`config.mk`:
```
export PLATFORM = sky130hd
export DESIGN_NAME = ser_word_rx
export DESIGN_NICKNAME = d
export VERILOG_FILES = /design/src/rtl/srx_pkg.sv /design/src/rtl/srx_sync.sv /design/src/rtl/srx_edge.sv /design/src/rtl/srx_frame.sv /design/src/rtl/srx_out.sv /design/src/rtl/ser_word_rx.sv
export SDC_FILE = /design/constraint.sdc
export NUM_CORES = 1
export LEC_CHECK = 0
export BUFFER_PORTS_ARGS = -buffer_cell sky130_fd_sc_hd__buf_4
export CAP_MARGIN = 20
export CORE_MARGIN = 4
export CORE_UTILIZATION = 40
export DETAILED_ROUTE_END_ITERATION = 6
export GPL_TIMING_DRIVEN = 0
export PLACE_DENSITY = 0.62
export SLEW_MARGIN = 10
export SYNTH_ARGS = -nofsm -noshare
export SYNTH_HDL_FRONTEND = slang
export SYNTH_SLANG_ARGS = --single-unit
```
`constraint.sdc`:
```
create_clock -name clk -period 2.4 [get_ports clk]
set_input_delay 0.12 -clock clk [delete_from_list [all_inputs] [get_ports clk]]
set_output_delay 0.12 -clock clk [all_outputs]
set_load 0.005 [all_outputs]
```
`src/rtl/srx_pkg.sv`:
```
package srx_pkg;
    localparam int WORD_W  = 32;
    localparam int CNT_W   = $clog2(WORD_W + 1);
    localparam int DLY_MAX = 2;

    typedef enum logic [1:0] {
        ST_IDLE,
        ST_WAIT,
        ST_SHIFT,
        ST_COMMIT
    } rx_state_e;

    function automatic logic [1:0] clamp_delay(input logic [1:0] raw);
        return (int'(raw) > DLY_MAX) ? 2'(DLY_MAX) : raw;
    endfunction
endpackage

```
`src/rtl/srx_sync.sv`:
```
module srx_sync #(
    parameter int             WIDTH   = 3,
    parameter int             STAGES  = 2,
    parameter logic [WIDTH-1:0] RST_VAL = '0
) (
    input  logic             clk,
    input  logic             rst_n,
    input  logic [WIDTH-1:0] async_i,
    output logic [WIDTH-1:0] sync_o
);
    logic [STAGES-1:0][WIDTH-1:0] stage_d, stage_q;

    always_comb begin
        stage_d[0] = async_i;
        for (int i = 1; i < STAGES; i++) begin
            stage_d[i] = stage_q[i-1];
        end
    end

    always_ff @(posedge clk or negedge rst_n) begin
        if (!rst_n) begin
            stage_q <= {STAGES{RST_VAL}};
        end else begin
            stage_q <= stage_d;
        end
    end

    assign sync_o = stage_q[STAGES-1];
endmodule

```
`src/rtl/srx_edge.sv`:
```
module srx_edge (
    input  logic clk,
    input  logic rst_n,
    input  logic level_i,
    output logic fall_o
);
    logic prev_d, prev_q;

    always_comb begin
        prev_d = level_i;
    end

    always_ff @(posedge clk or negedge rst_n) begin
        if (!rst_n) begin
            prev_q <= 1'b1;
        end else begin
            prev_q <= prev_d;
        end
    end

    assign fall_o = prev_q & ~level_i;
endmodule

```
`src/rtl/srx_frame.sv`:
```
module srx_frame
    import srx_pkg::*;
(
    input  logic              clk,
    input  logic              rst_n,
    input  logic              init_i,
    input  logic [1:0]        init_delay_i,
    input  logic              fall_i,
    input  logic              fs_n_i,
    input  logic              dat_i,
    output logic              commit_o,
    output logic [WORD_W-1:0] word_o,
    output logic [CNT_W-1:0]  bitcnt_o,
    output logic [1:0]        dly_o
);
    typedef struct packed {
        rx_state_e         state;
        logic [1:0]        dly;
        logic [1:0]        wait_cnt;
        logic [CNT_W-1:0]  bitcnt;
        logic [WORD_W-1:0] shreg;
        logic [WORD_W-1:0] word;
        logic              fs_last;
        logic              armed;
        logic              discard;
        logic              commit;
    } frame_t;

    frame_t fr_d, fr_q;
    logic   start;

    always_comb begin
        fr_d        = fr_q;
        fr_d.commit = 1'b0;
        start       = 1'b0;
        if (init_i) begin
            fr_d.state   = ST_IDLE;
            fr_d.dly     = clamp_delay(init_delay_i);
            fr_d.armed   = 1'b0;
            fr_d.fs_last = 1'b1;
            fr_d.bitcnt  = '0;
        end else if (fall_i) begin
            fr_d.fs_last = fs_n_i;
            start        = ~fs_n_i & fr_q.fs_last;
            if (fr_q.state == ST_COMMIT) begin
                fr_d.state = ST_IDLE;
                if (!fr_q.discard) begin
                    fr_d.commit = 1'b1;
                    fr_d.word   = fr_q.shreg;
                end
            end
            if (start) begin
                fr_d.discard = ~fr_q.armed;
                fr_d.armed   = 1'b1;
                fr_d.bitcnt  = '0;
                if (fr_q.dly == 2'd0) begin
                    fr_d.shreg  = {fr_q.shreg[WORD_W-2:0], dat_i};
                    fr_d.bitcnt = CNT_W'(1);
                    fr_d.state  = ST_SHIFT;
                end else begin
                    fr_d.wait_cnt = fr_q.dly - 2'd1;
                    fr_d.state    = ST_WAIT;
                end
            end else begin
                case (fr_q.state)
                    ST_WAIT: begin
                        if (fr_q.wait_cnt == 2'd0) begin
                            fr_d.shreg  = {fr_q.shreg[WORD_W-2:0], dat_i};
                            fr_d.bitcnt = CNT_W'(1);
                            fr_d.state  = ST_SHIFT;
                        end else begin
                            fr_d.wait_cnt = fr_q.wait_cnt - 2'd1;
                        end
                    end
                    ST_SHIFT: begin
                        fr_d.shreg  = {fr_q.shreg[WORD_W-2:0], dat_i};
                        fr_d.bitcnt = fr_q.bitcnt + CNT_W'(1);
                        if (fr_q.bitcnt == CNT_W'(WORD_W - 1)) begin
                            fr_d.state = ST_COMMIT;
                        end
                    end
                    default: ;
                endcase
            end
        end
    end

    always_ff @(posedge clk or negedge rst_n) begin
        if (!rst_n) begin
            fr_q         <= '0;
            fr_q.state   <= ST_IDLE;
            fr_q.dly     <= 2'd1;
            fr_q.fs_last <= 1'b1;
        end else begin
            fr_q <= fr_d;
        end
    end

    assign commit_o = fr_q.commit;
    assign word_o   = fr_q.word;
    assign bitcnt_o = fr_q.bitcnt;
    assign dly_o    = fr_q.dly;
endmodule

```
`src/rtl/srx_out.sv`:
```
module srx_out
    import srx_pkg::*;
(
    input  logic              clk,
    input  logic              rst_n,
    input  logic              init_i,
    input  logic              commit_i,
    input  logic [WORD_W-1:0] word_i,
    input  logic              ready_i,
    output logic [WORD_W-1:0] word_o,
    output logic              valid_o,
    output logic              overrun_o
);
    typedef struct packed {
        logic [WORD_W-1:0] word;
        logic              valid;
        logic              overrun;
    } out_t;

    out_t out_d, out_q;

    always_comb begin
        out_d = out_q;
        if (out_q.valid && ready_i) begin
            out_d.valid = 1'b0;
        end
        if (commit_i) begin
            if (out_q.valid && !ready_i) begin
                out_d.overrun = 1'b1;
            end
            out_d.word  = word_i;
            out_d.valid = 1'b1;
        end
        if (init_i) begin
            out_d.overrun = 1'b0;
            out_d.valid   = 1'b0;
        end
    end

    always_ff @(posedge clk or negedge rst_n) begin
        if (!rst_n) begin
            out_q <= '0;
        end else begin
            out_q <= out_d;
        end
    end

    assign word_o    = out_q.word;
    assign valid_o   = out_q.valid;
    assign overrun_o = out_q.overrun;
endmodule

```
`src/rtl/ser_word_rx.sv`:
```
module ser_word_rx
    import srx_pkg::*;
(
    input  logic              clk,
    input  logic              rst_n,
    input  logic              init_i,
    input  logic [1:0]        init_delay_i,
    input  logic              ser_clk_i,
    input  logic              ser_fs_n_i,
    input  logic              ser_dat_i,
    output logic [WORD_W-1:0] word_o,
    output logic              word_valid_o,
    input  logic              word_ready_i,
    output logic              overrun_o
);
    logic [2:0]        sync_w;
    logic              fall_w;
    logic              commit_w;
    logic [WORD_W-1:0] cword_w;
    logic [CNT_W-1:0]  bitcnt_w;
    logic [1:0]        dly_w;

    srx_sync #(.WIDTH(3), .STAGES(2), .RST_VAL(3'b011)) u_sync (
        .clk     (clk),
        .rst_n   (rst_n),
        .async_i ({ser_dat_i, ser_fs_n_i, ser_clk_i}),
        .sync_o  (sync_w)
    );

    srx_edge u_edge (
        .clk     (clk),
        .rst_n   (rst_n),
        .level_i (sync_w[0]),
        .fall_o  (fall_w)
    );

    srx_frame u_frame (
        .clk          (clk),
        .rst_n        (rst_n),
        .init_i       (init_i),
        .init_delay_i (init_delay_i),
        .fall_i       (fall_w),
        .fs_n_i       (sync_w[1]),
        .dat_i        (sync_w[2]),
        .commit_o     (commit_w),
        .word_o       (cword_w),
        .bitcnt_o     (bitcnt_w),
        .dly_o        (dly_w)
    );

    srx_out u_out (
        .clk       (clk),
        .rst_n     (rst_n),
        .init_i    (init_i),
        .commit_i  (commit_w),
        .word_i    (cword_w),
        .ready_i   (word_ready_i),
        .word_o    (word_o),
        .valid_o   (word_valid_o),
        .overrun_o (overrun_o)
    );
endmodule

```
=== After elaboration in Yosys (flattened, before gate mapping) ===
Index checks and enable logic that the tools add are counted.

* Register bits: 121
* Output and inout bits: 34

* $add $sub $neg: 3
* Magnitude comparators: 1
* Eq/ne operators: 9
* Muxes and demuxes: 29
* Bitwise logic cells: 7
* Reductions and logical operators: 20

{| class="wikitable"
|+ Operators by type and width
! cell !! number
|-
| $pmux 38 s2 || 1
|-
| $mux 74 || 1
|-
| $mux 32 || 2
|-
| $mux 40 || 1
|-
| $mux 38 || 1
|-
| $mux 33 || 1
|-
| $mux 2 || 15
|-
| $reduce_and 5->1 || 2
|-
| $reduce_bool 2->1 || 5
|-
| $add 6x1->6 const B || 1
|-
| $eq 6x5->1 const B || 1
|-
| $mux 6 || 1
|-
| $reduce_and 3->1 || 2
|-
| $reduce_bool 3->1 || 2
|-
| $mux 1 || 5
|-
| $not 1->1 || 5
|-
| $eq 2x2->1 const B || 2
|-
| $logic_not 2->1 || 2
|-
| $ne 2x2->1 const B || 2
|-
| $ne 4x2->1 const B || 1
|-
| $pmux 2 s2 || 1
|-
| $reduce_and 2->1 || 2
|-
| $reduce_and 4->1 || 1
|-
| $reduce_bool 4->1 || 1
|-
| other kinds (8) || 11
|}

=== Longest topological paths before layout ===
Gate-level depths: netlist of run 1.

* Depth after elaboration: 7
* Mapped depth: 7
* Gate-level depth less buffers: 6

=== Modules after synthesis ===
A second synthesis of run 1 with hierarchy kept.

* Cell total of the unflattened synthesis: 359
* Area total of the unflattened synthesis: 5429.0 µm²

{| class="wikitable"
|+ By module, submodules not included
! module !! times used !! cells an instance !! area each (µm²)
|-
| srx_frame || 1 || 276 || 3808.7
|-
| srx_out || 1 || 75 || 1425.1
|-
| srx_sync || 1 || 6 || 155.1
|-
| srx_edge || 1 || 2 || 40.0
|}

=== Worst setup path before layout of run 1 ===
Ideal clock, no wire load.

* Kind: reg2reg
* Start point: register u_frame.fr_q[79] (netlist bit)
* End point: register u_frame.fr_q[48] (netlist bit)
* Arrival time: 1.760 ns
* Path slack: 0.515 ns
* Stages on the path, launching flop included: 8
* Path buffers: 1
* Period minus slack after synthesis: 1.885 ns
* Cell sequence: dfrtp_1 -> inv_1 -> ha_1 -> o21a_1 -> nor3_1 -> o21ai_2 -> buf_6 -> mux2_2

* Word-level cells in the longest chain between the ends: 3
* Elaborated cells on any way between the ends: 7
* Classes of those cells: 3 x eq/ne; 2 x mux; 2 x reduce/logical

{| class="wikitable"
|+ Ends and longest elaborated chain
! element !! RTL line !! text
|-
| start, declared || srx_frame.sv:29 || <nowiki>frame_t fr_d, fr_q;</nowiki>
|-
| start signal, assigned || srx_frame.sv:95 || <nowiki>fr_q <= fr_d;</nowiki>
|-
| $eq 2x1->1 / $eq 2x2->1 (equally long branches) || srx_frame.sv:65 || <nowiki>case (fr_q.state)</nowiki>
|-
| $ne 3x1->1 (no line) (tied with other cells) || - ||
|-
| $reduce_and 5->1 (no line) / $mux 40 (equally long branches) || - ||
|}

Parallel ways exist; a longest one is shown, timed or not.
A chain may end at the register's enable or synchronous reset.

=== Worst setup path after layout of run 1 ===
Ends and elaborated chain as after synthesis.

==> results of run 1 <==
-- cell usage in the layout (no fill, tap or decap), types with 2 or more instances in the layout --
cell and n:
buf_4 43, mux2_2 67, and3_1 4, nand2_1 5
or4_1 2, nor2b_1 4, clkinv_2 2, mux2_4 30
dlygate4sd3_1 7, a21oi_1 10, inv_6 3, nand3_1 3
inv_1 7, buf_6 8, clkinvlp_4 4, o2111ai_1 2
nor2_1 10, o21ai_0 10, o21bai_1 2, ha_1 6
nand2b_1 3, dfrtp_1 114, clkbuf_8 2, clkbuf_16 17
dfstp_2 7, bufinv_16 3, nor4b_1 2, nor3_1 2
a21o_1 2, clkbuf_1 6
-- logic make-up after synthesis --
kind of cell / after synthesis / share of synthesized area (%)
and+or+nand+nor: 41 / 5.30
muxes: 97 / 24.4
AOI/OAI and AO/OA: 35 / 4.59
buffers and inverters: 20 / 2.59
DFF: 121 / 61.6
adders and majority gates: 6 / 1.52
-- per-stage QoR --
step | power (µW) | instances | hold slack (ns)
after floorplan | 2260 | 320 | -0.176
after global placement | 2330 | 530 | 0.228
after detailed placement | 2350 | 531 | 0.104
after CTS | 5000 | 570 | 0.0692
after global routing | 5110 | 572 | 0.0942
final | 4930 | 572 | 0.0852
-- path summary, 6_finish.rpt --
| check | depth (start not counted) | slack (ns) | from | to |
|---|---|---|---|---|
| worst max-delay path | 8 | 0.27 | u_frame.fr_q[79]$_DFFE_PN0P_ | u_frame.fr_q[48]$_DFFE_PN0P_ |
| worst max register to register | 8 | 0.27 | u_frame.fr_q[79]$_DFFE_PN0P_ | u_frame.fr_q[48]$_DFFE_PN0P_ |
| worst min register to register | 0 | 0.36 | u_sync.stage_d[3]$_DFF_PN1_ | u_sync.sync_o[0]$_DFF_PN1_ |
| min in group asynchronous | 2 | 0.23 | rst_n | u_frame.word_o[16]$_DFFE_PN0P_ |
| worst min-delay path | 4 | 0.09 | init_i | u_frame.bitcnt_o[1]$_DFFE_PN0P_ |
| max in group asynchronous | 3 | 1.46 | rst_n | u_frame.fr_q[79]$_DFFE_PN0P_ |
-- worst max-delay path: stages, from the launching register on --
cell	delay [ns]
dfrtp_1	0.41
inv_1	0.12
ha_1	0.29
o21a_1	0.32
nor3_1	0.09
o21ai_2	0.12
buf_4	0.16
buf_6	0.16
mux2_2	0.34
-- timing repair --
action / 4_1_cts / 5_1_grt
hold endpoints to repair: 47 / 0
setup endpoints to repair: 0 / 30
buffers inserted: 0 / 2
hold buffers: 7 / 0
-- flip-flops by register name (all words and copies together) (netlist names) --
name              flops
u_frame.word_o       32
u_sync.sync_o         3
u_sync.stage_d        3
u_edge.prev_q         1
u_out.overrun_o       1
u_frame.bitcnt_o      6
u_out.valid_o         1
u_out.word_o         32
u_frame.dly_o         2
u_frame.fr_q         39
u_frame.commit_o      1
-- cell usage after synthesis, drive strengths merged --
cell type,instances,share of area [%]
a211o,1,0.18
a21o,2,0.30
a21oi,10,1.0
a311o,1,0.20
a311oi,1,0.30
a31oi,1,0.13
and3,4,0.51
buf,7,1.6
clkbuf,6,0.46
dfrtp,114,58
dfstp,7,3.7
ha,6,1.5
inv,7,0.53
mux2,97,24
nand2,5,0.38
nand2b,3,0.38
nand3,4,0.66
nand3b,1,0.41
nor2,10,0.76
nor2b,4,0.51
nor3,2,0.20
nor3b,1,0.38
nor4,1,0.13
nor4b,2,0.36
nor4bb,1,0.20
o2111ai,2,0.36
o211ai,1,0.15
o21a,1,0.15
o21ai,11,1.2
o21bai,2,0.30
o22a,1,0.18
o22ai,1,0.13
or2,1,0.13
or4,2,0.30
-- area by class of cell --
cell class | count | area [µm²]
Fill cell | 1018 | 5870
Buffer | 13 | 101
Tap cell | 168 | 210
Clock inverter | 13 | 165
Multi-Input combinational cell | 179 | 1770
Timing Repair Buffer | 52 | 432
Sequential cell | 121 | 3040
Inverter | 7 | 26.3
Clock buffer | 19 | 453
-- power groups by stage --
stage	sequential (µW)	clock (µW)	combinational (µW)
floorplan	2160	0	99.1
global placement	2170	0	165
detailed placement	2170	0	177
CTS	2140	2680	188
global route	2140	2760	212
finish	2140	2610	183
-- per-layer routing --
| layer | GRT usage [%] | vias up | wire, µm |
|---|---|---|---|
| li1 | - | 1289 | - |
| met1 | 15.8 | 1397 | 3690 |
| met2 | 18.5 | 64 | 3830 |
| met3 | 4.23 | 12 | 405 |
| met4 | 5.58 | 0 | 128 |
| met5 | 0 | - | 0 |
==> metrics, run 1 <==
Cells after Synth 320; I/O Pins 43; Clock Sinks 121; initial antenna violation count 0; drt wl/cell 14.1 µm; mapped cell area 4930 µm²; Initial Utilization 40.9%; CP startpoint kind register; Hold Fails Final Rpt 0; H-tree depth 4; nets 406; Post-DP HPWL 5230 µm; gp weighted congestion 0.799; Die Ht 119 µm; Die ar. 14200 µm²; DRT Pass-1 Iters 4; worst-margin pin slew 0.625 ns; Max-Cap Viols 0; row count 40; Routed Antenna Nets 0; Setup CP Type reg -> reg; status finished clean; final setup fails 0; pre-CTS setup slack 0.127 ns; Syn Nets 335; Sequential Power Share 43.3%; cell internal pwr 3870 µW; clock-pin slew on the worst setup and hold paths 0.05 ns; Clk Latency, worst-skew pair 0.41 ns; Util after Layout 51.3%; initial DRC count 159; Via Count 2762; routed wire length 8050 µm; grt ovf 0; sw power 1070 µW; Synth Area per Inst 15.4 µm²; setup_tns 0 ns; Leak 0.00317 µW; worst path arrival time 2.41 ns; RSZ-0062 raised after global routing false; first-pass GRT wire length 13700 µm; layout cells sized above 1 48.0%; post-synthesis cell type count 37; Logic pwr share 3.7%; Antenna Diode Count 0; max_slew headroom 57.8%; crit-path max FO 10; CTS Buffer Depth 2; number of global-route vias before repair 2746; cts bufs inserted 17; clock power share 53.0%; Critical Path End Type register; Ys Warns 0; switch share 21.6%; Hold/Removal Path Class in -> reg; final critical-path required period 2.13 ns; pins over their slew limit 0; Core Area 12100 µm²; clk root buf clkbuf_16; worst endpoint required time 2.68 ns; CTS tree built; fin crit share 88.7%; overall routing resource usage 12.2%; Final WS setup 0.271 ns; cell area after layout 6190 µm²; remaining routing DRC violations 0; I/O Buffers 42; VDD IR max 0.275 mV; # resized after CTS 0; Seq cells post-synth 121; Cell Area, Placed 5490 µm²; die width 119 µm; PwrDens 797 nW/µm²; largest net degree at the start of global routing 74; Final Skew 0.0103 ns; Area Growth Syn to Fin 25.5%; Vias/cell 4.83; Seq/Total Area, Yosys 61.6%; Peak Freq 470 MHz
(Power assumes the default switching activity.)
==> run 2: changes to the inputs <==
Clock period 2.4 ns to 2.15 ns, I/O delays scaled along.
==> run 2 against run 1 <==
  * Die area unchanged
  * Final cell count is the same
  * Flip-flop and latch count stayed put
  * Sequential power grew 12%
  * Utilization about the same
  * Maximum frequency increased by 7.7%
  * Routed wire length grew 0.25%
  * Worst setup slack got worse by 0.098 ns
  * Critical path depth did not move
  * Register-to-register slack got worse by 0.098 ns
  * Combinational power is 13% higher
==> metrics, run 2 (synthesized netlist as in run 1, its figures left out) <==
Clock Sinks 121; Vias/cell 4.79; Util after Layout 51.4%; Logic pwr share 3.7%; Hold Fails Final Rpt 0; Routed Antenna Nets 0; cell area after layout 6200 µm²; worst path arrival time 2.26 ns; crit path capture u_frame.fr_q[48]$_DFFE_PN0P_; critical path's slowest cell dfrtp_1; Hold Worst Slack 0.0741 ns; commonest non-fill, non-tap cell in the layout dfrtp_1; largest net degree at the start of global routing 74; drt wl/cell 14.1 µm; initial antenna violation count 0; clock-pin slew on the worst setup and hold paths 0.05 ns; Final WS setup 0.173 ns; crit-path max FO 10; RSZ-0062 raised after global routing false; crit path cell chain inv_1 > ha_2 > o21a_2 > nor3_1 > o21ai_2 > buf_4 > buf_6 > mux2_2; Fillers 1015; pins over their slew limit 0; Initial Utilization 40.9%; cts bufs inserted 17; Crit path largest cell delay 0.41 ns; Hold/Removal Path Class in -> reg; worst endpoint required time 2.43 ns; Core Area 12100 µm²; grt ovf 0; overall routing resource usage 12.2%; number of global-route vias before repair 2748; sw power 1190 µW; cell internal pwr 4320 µW; Peak Freq 506 MHz; Critical Path End Type register; row count 40; remaining routing DRC violations 0; status finished clean; CP startpoint kind register; Leak 0.00317 µW; Area Growth Syn to Fin 25.6%; worst-margin pin slew 0.634 ns; worst reg-to-reg path cell count 8; die width 119 µm; Worst R2R Setup Slack 0.17 ns; max_slew headroom 57.7%; final critical-path required period 1.98 ns; Sequential Power Share 43.3%; nets 406; CTS Buffer Depth 2; Critical R2R Launch u_frame.fr_q[79]$_DFFE_PN0P_; initial DRC count 159; pre-CTS setup slack -0.123 ns; clk root buf clkbuf_16; Die Ht 119 µm; max reg flops 39; Antenna Diode Count 0; first-pass GRT wire length 13700 µm; Max-Cap Viols 0; CTS tree built; Post-DP HPWL 5230 µm; Power, Total 5510 µW; Clk Latency, worst-skew pair 0.41 ns; I/O Buffers 42; H-tree depth 4; Die ar. 14200 µm²; Final Skew 0.0106 ns; switch share 21.6%; RR Endpoint u_frame.fr_q[48]$_DFFE_PN0P_; PwrDens 889 nW/µm²; layout cells sized above 1 48.5%; Via Count 2742; Critical Path Source u_frame.fr_q[79]$_DFFE_PN0P_; Biggest register u_frame.fr_q; gp weighted congestion 0.799; clock power share 52.9%; I/O Pins 43; routed wire length 8070 µm; Setup CP Type reg -> reg; most frequent cells in the layout dfrtp_1, mux2_2, buf_4, mux2_4, clkbuf_16; final setup fails 0; Cell Area, Placed 5490 µm²; DRT Pass-1 Iters 4; fin crit share 91.9%; VDD IR max 0.307 mV
## run 2: cell counts in the layout (fill, tap and decap cells not counted)
Identical to the previous run, type by type.
## run 2: metal layers
layer	part of all wire, %	GRT usage, %	up-vias	routed length [µm]
li1	-	-	1286	-
met1	47	15.8	1386	3770
met2	47	18.5	57	3830
met3	4.1	4.23	13	328
met4	1.7	5.58	0	139
met5	0	0	-	0
## run 2: power groups by stage
| stage | Sequential (µW) | Combinational (µW) | Clock, µW |
|---|---|---|---|
| floorplan | 2410 | 111 | 0 |
| global placement | 2420 | 184 | 0 |
| detailed placement | 2420 | 198 | 0 |
| CTS | 2380 | 211 | 2990 |
| global route | 2390 | 237 | 3080 |
| finish | 2390 | 206 | 2920 |
## run 2: through the flow
stage,cells,setup TNS (ns)
detailed placement,531,-3.42
CTS,572,0
finish,572,0
global route,572,0
floorplan,320,0
global placement,530,-1.06
## run 2: worst min-delay path by stage
stage	start	end	slack [ns]	depth (start not counted)
3_5_place_dp	rst_n	u_frame.word_o[16]$_DFFE_PN0P_	0.09	1
3_3_place_gp	ser_clk_i	u_sync.stage_d[3]$_DFF_PN1_	0.22	1
4_1_cts	init_i	u_frame.bitcnt_o[1]$_DFFE_PN0P_	0.06	4
6_report	init_i	u_frame.bitcnt_o[1]$_DFFE_PN0P_	0.07	4
5_1_grt	init_i	u_frame.bitcnt_o[0]$_DFFE_PN0P_	0.08	4
2_1_floorplan	rst_n	u_frame.bitcnt_o[0]$_DFFE_PN0P_	-0.19	0
## run 2: timing repair
item | in CTS | in global routing
hold buffers | 7 | 0
resized for setup | 0 | 2
pin swaps | 1 | 0
setup endpoints to repair | 30 | 32
endpoints found under the hold margin | 54 | 0
buffers inserted | 2 | 0
## run 2: final cells by class
type,instances,area [µm²],share of cell area [%]
flip-flops and latches,121,3040,49.0
multi-input cells,179,1770,28.6
clock buffers,19,453,7.31
repair buffers,52,432,6.97
well taps,168,210,3.39
clock inverters,13,165,2.67
plain buffers,13,101,1.64
inverters,7,26.3,0.424
## run 2: critical path: cells and delay by family, from the launching register on
family	cells	cell delay, ns
buffers and inverters	3	0.43
adders and majority gates	1	0.25
AOI/OAI and AO/OA	2	0.34
and+or+nand+nor	1	0.07
DFF	1	0.41
muxes	1	0.34
==> run 3: changes to the inputs <==
Settings changed: BUFFER_PORTS_ARGS -buffer_cell sky130_fd_sc_hd__buf_4 to -buffer_cell sky130_fd_sc_hd__buf_2.
==> run 3 against run 2 <==
  * Routed wire length increased by 1.8%
  * Power down 3.9%
  * Utilization shrank 1.3 points
  * Sequential power about the same
  * Flip-flop and latch count unchanged
  * Maximum frequency shrank 2.2%
  * Register-to-register slack got worse by 0.05 ns
  * Highest routed layer unchanged
==> metrics, run 3 (synthesized netlist as in run 1, its figures left out) <==
Leak 0.00316 µW; cell area after layout 6040 µm²; nets 405; Placed Cells 531; most frequent cells in the layout dfrtp_1, mux2_2, buf_2, mux2_4, clkbuf_16; Initial Utilization 40.9%; Via Count 2712; overall routing resource usage 12.6%; Util after Layout 50.1%; Final Skew 0.00704 ns; row count 40; Cell Area, Placed 5390 µm²; Clk Latency, worst-skew pair 0.41 ns; layout cells sized above 1 47.4%; Peak Freq 495 MHz; Core Area 12100 µm²; max reg flops 39; grt ovf 0; cts bufs inserted 17; Clock Sinks 121; VDD IR max 0.371 mV; max_slew headroom 54.7%; Biggest register u_frame.fr_q; remaining routing DRC violations 0; Power, Total 5300 µW; I/O Buffers 42; clock-pin slew on the worst setup and hold paths 0.05 ns; worst path arrival time 2.31 ns; RSZ-0062 raised after global routing false; Vias/cell 4.77; pins over their slew limit 0; CTS tree built; number of global-route vias before repair 2771; Die Ht 119 µm; Max-Cap Viols 0; Hold/Removal Path Class in -> reg; clk root buf clkbuf_16; DRT Pass-1 Iters 4; worst-margin pin slew 0.680 ns; filler-free cell count of the finished design 569; setup_tns 0 ns; Antenna Diode Count 0; Hold Fails Final Rpt 0; Post-DP HPWL 5320 µm; CP startpoint kind register; final critical-path required period 2.02 ns; Routed Antenna Nets 0; routed wire length 8210 µm; drt wl/cell 14.4 µm; status finished clean; fin crit share 94.0%; commonest non-fill, non-tap cell in the layout dfrtp_1; largest net degree at the start of global routing 79; Setup CP Type reg -> reg; Die ar. 14200 µm²; H-tree depth 4; final setup fails 0; die width 119 µm; CTS Buffer Depth 2; I/O Pins 43; PwrDens 877 nW/µm²; crit-path max FO 10; Critical Path End Type register; worst endpoint required time 2.43 ns; gp weighted congestion 0.776; initial DRC count 124; Area Growth Syn to Fin 22.5%; first-pass GRT wire length 14100 µm; initial antenna violation count 0
run 3: cell type report:
| type | instances | area [µm²] |
|---|---|---|
| Clock buffer | 22 | 464 |
| Tap cell | 168 | 210 |
| Inverter | 7 | 26.3 |
| Clock inverter | 8 | 96.3 |
| Fill cell | 1036 | 6020 |
| Buffer | 13 | 101 |
| Multi-Input combinational cell | 179 | 1770 |
| Timing Repair Buffer | 51 | 334 |
| Sequential cell | 121 | 3040 |
run 3: worst max-delay path, cell delays in order (launching register included):
cell     delay (ns)
dfrtp_1        0.42
inv_1          0.12
ha_2           0.25
o21a_2         0.23
nor3_1         0.08
o21ai_2        0.17
buf_12         0.14
buf_6          0.15
mux2_2         0.34
run 3: metrics by stage:
step / hold slack, ns / worst slack, ns
6_report: 0.115 / 0.128
4_1_cts: 0.100 / 0.0419
3_5_place_dp: 0.0618 / -0.107
3_3_place_gp: 0.212 / -0.518
5_1_grt: 0.126 / 0.0460
2_1_floorplan: -0.188 / 0.265
run 3: power by group:
| part | switching, µW | leakage, µW | internal [µW] | total, µW |
|---|---|---|---|---|
| Sequential | 46.6 | 0.00165 | 2340 | 2390 |
| Combinational | 117 | 0.00124 | 88.0 | 205 |
| Clock | 959 | 0.000276 | 1750 | 2710 |
run 3: per-layer routing:
| layer | global-route usage [%] | part of all wire, % | routed length [µm] | up-vias |
|---|---|---|---|---|
| met1 | 17.0 | 48 | 3940 | 1359 |
| li1 | - | - | - | 1286 |
| met3 | 3.89 | 4.2 | 349 | 17 |
| met5 | 0 | 0 | 0 | - |
| met4 | 6.08 | 2.1 | 174 | 0 |
| met2 | 18.5 | 46 | 3750 | 50 |
run 3: repair_timing:
| item | 4_1_cts | 5_1_grt |
|---|---|---|
| setup endpoints to repair | 30 | 30 |
| resized for setup | 0 | 2 |
| hold endpoints to repair | 49 | 0 |
| pin swaps | 1 | 0 |
| hold buffers | 7 | 0 |
| setup buffers | 1 | 0 |
run 3: path summary, 6_finish.rpt:
check                           depth (start not counted)  slack, ns                              end                          from
worst min register to register                          0       0.35       u_sync.sync_o[0]$_DFF_PN1_   u_sync.stage_d[3]$_DFF_PN1_
worst max-delay path                                    8       0.13     u_frame.fr_q[44]$_DFFE_PN0P_  u_frame.fr_q[79]$_DFFE_PN0P_
worst min-delay path                                    4       0.12  u_frame.bitcnt_o[0]$_DFFE_PN0P_                        init_i
worst max register to register                          8       0.13     u_frame.fr_q[44]$_DFFE_PN0P_  u_frame.fr_q[79]$_DFFE_PN0P_
max in group asynchronous                               3       1.27      u_out.word_o[2]$_DFFE_PN0P_                         rst_n
min in group asynchronous                               2       0.20     u_out.word_o[16]$_DFFE_PN0P_                         rst_n
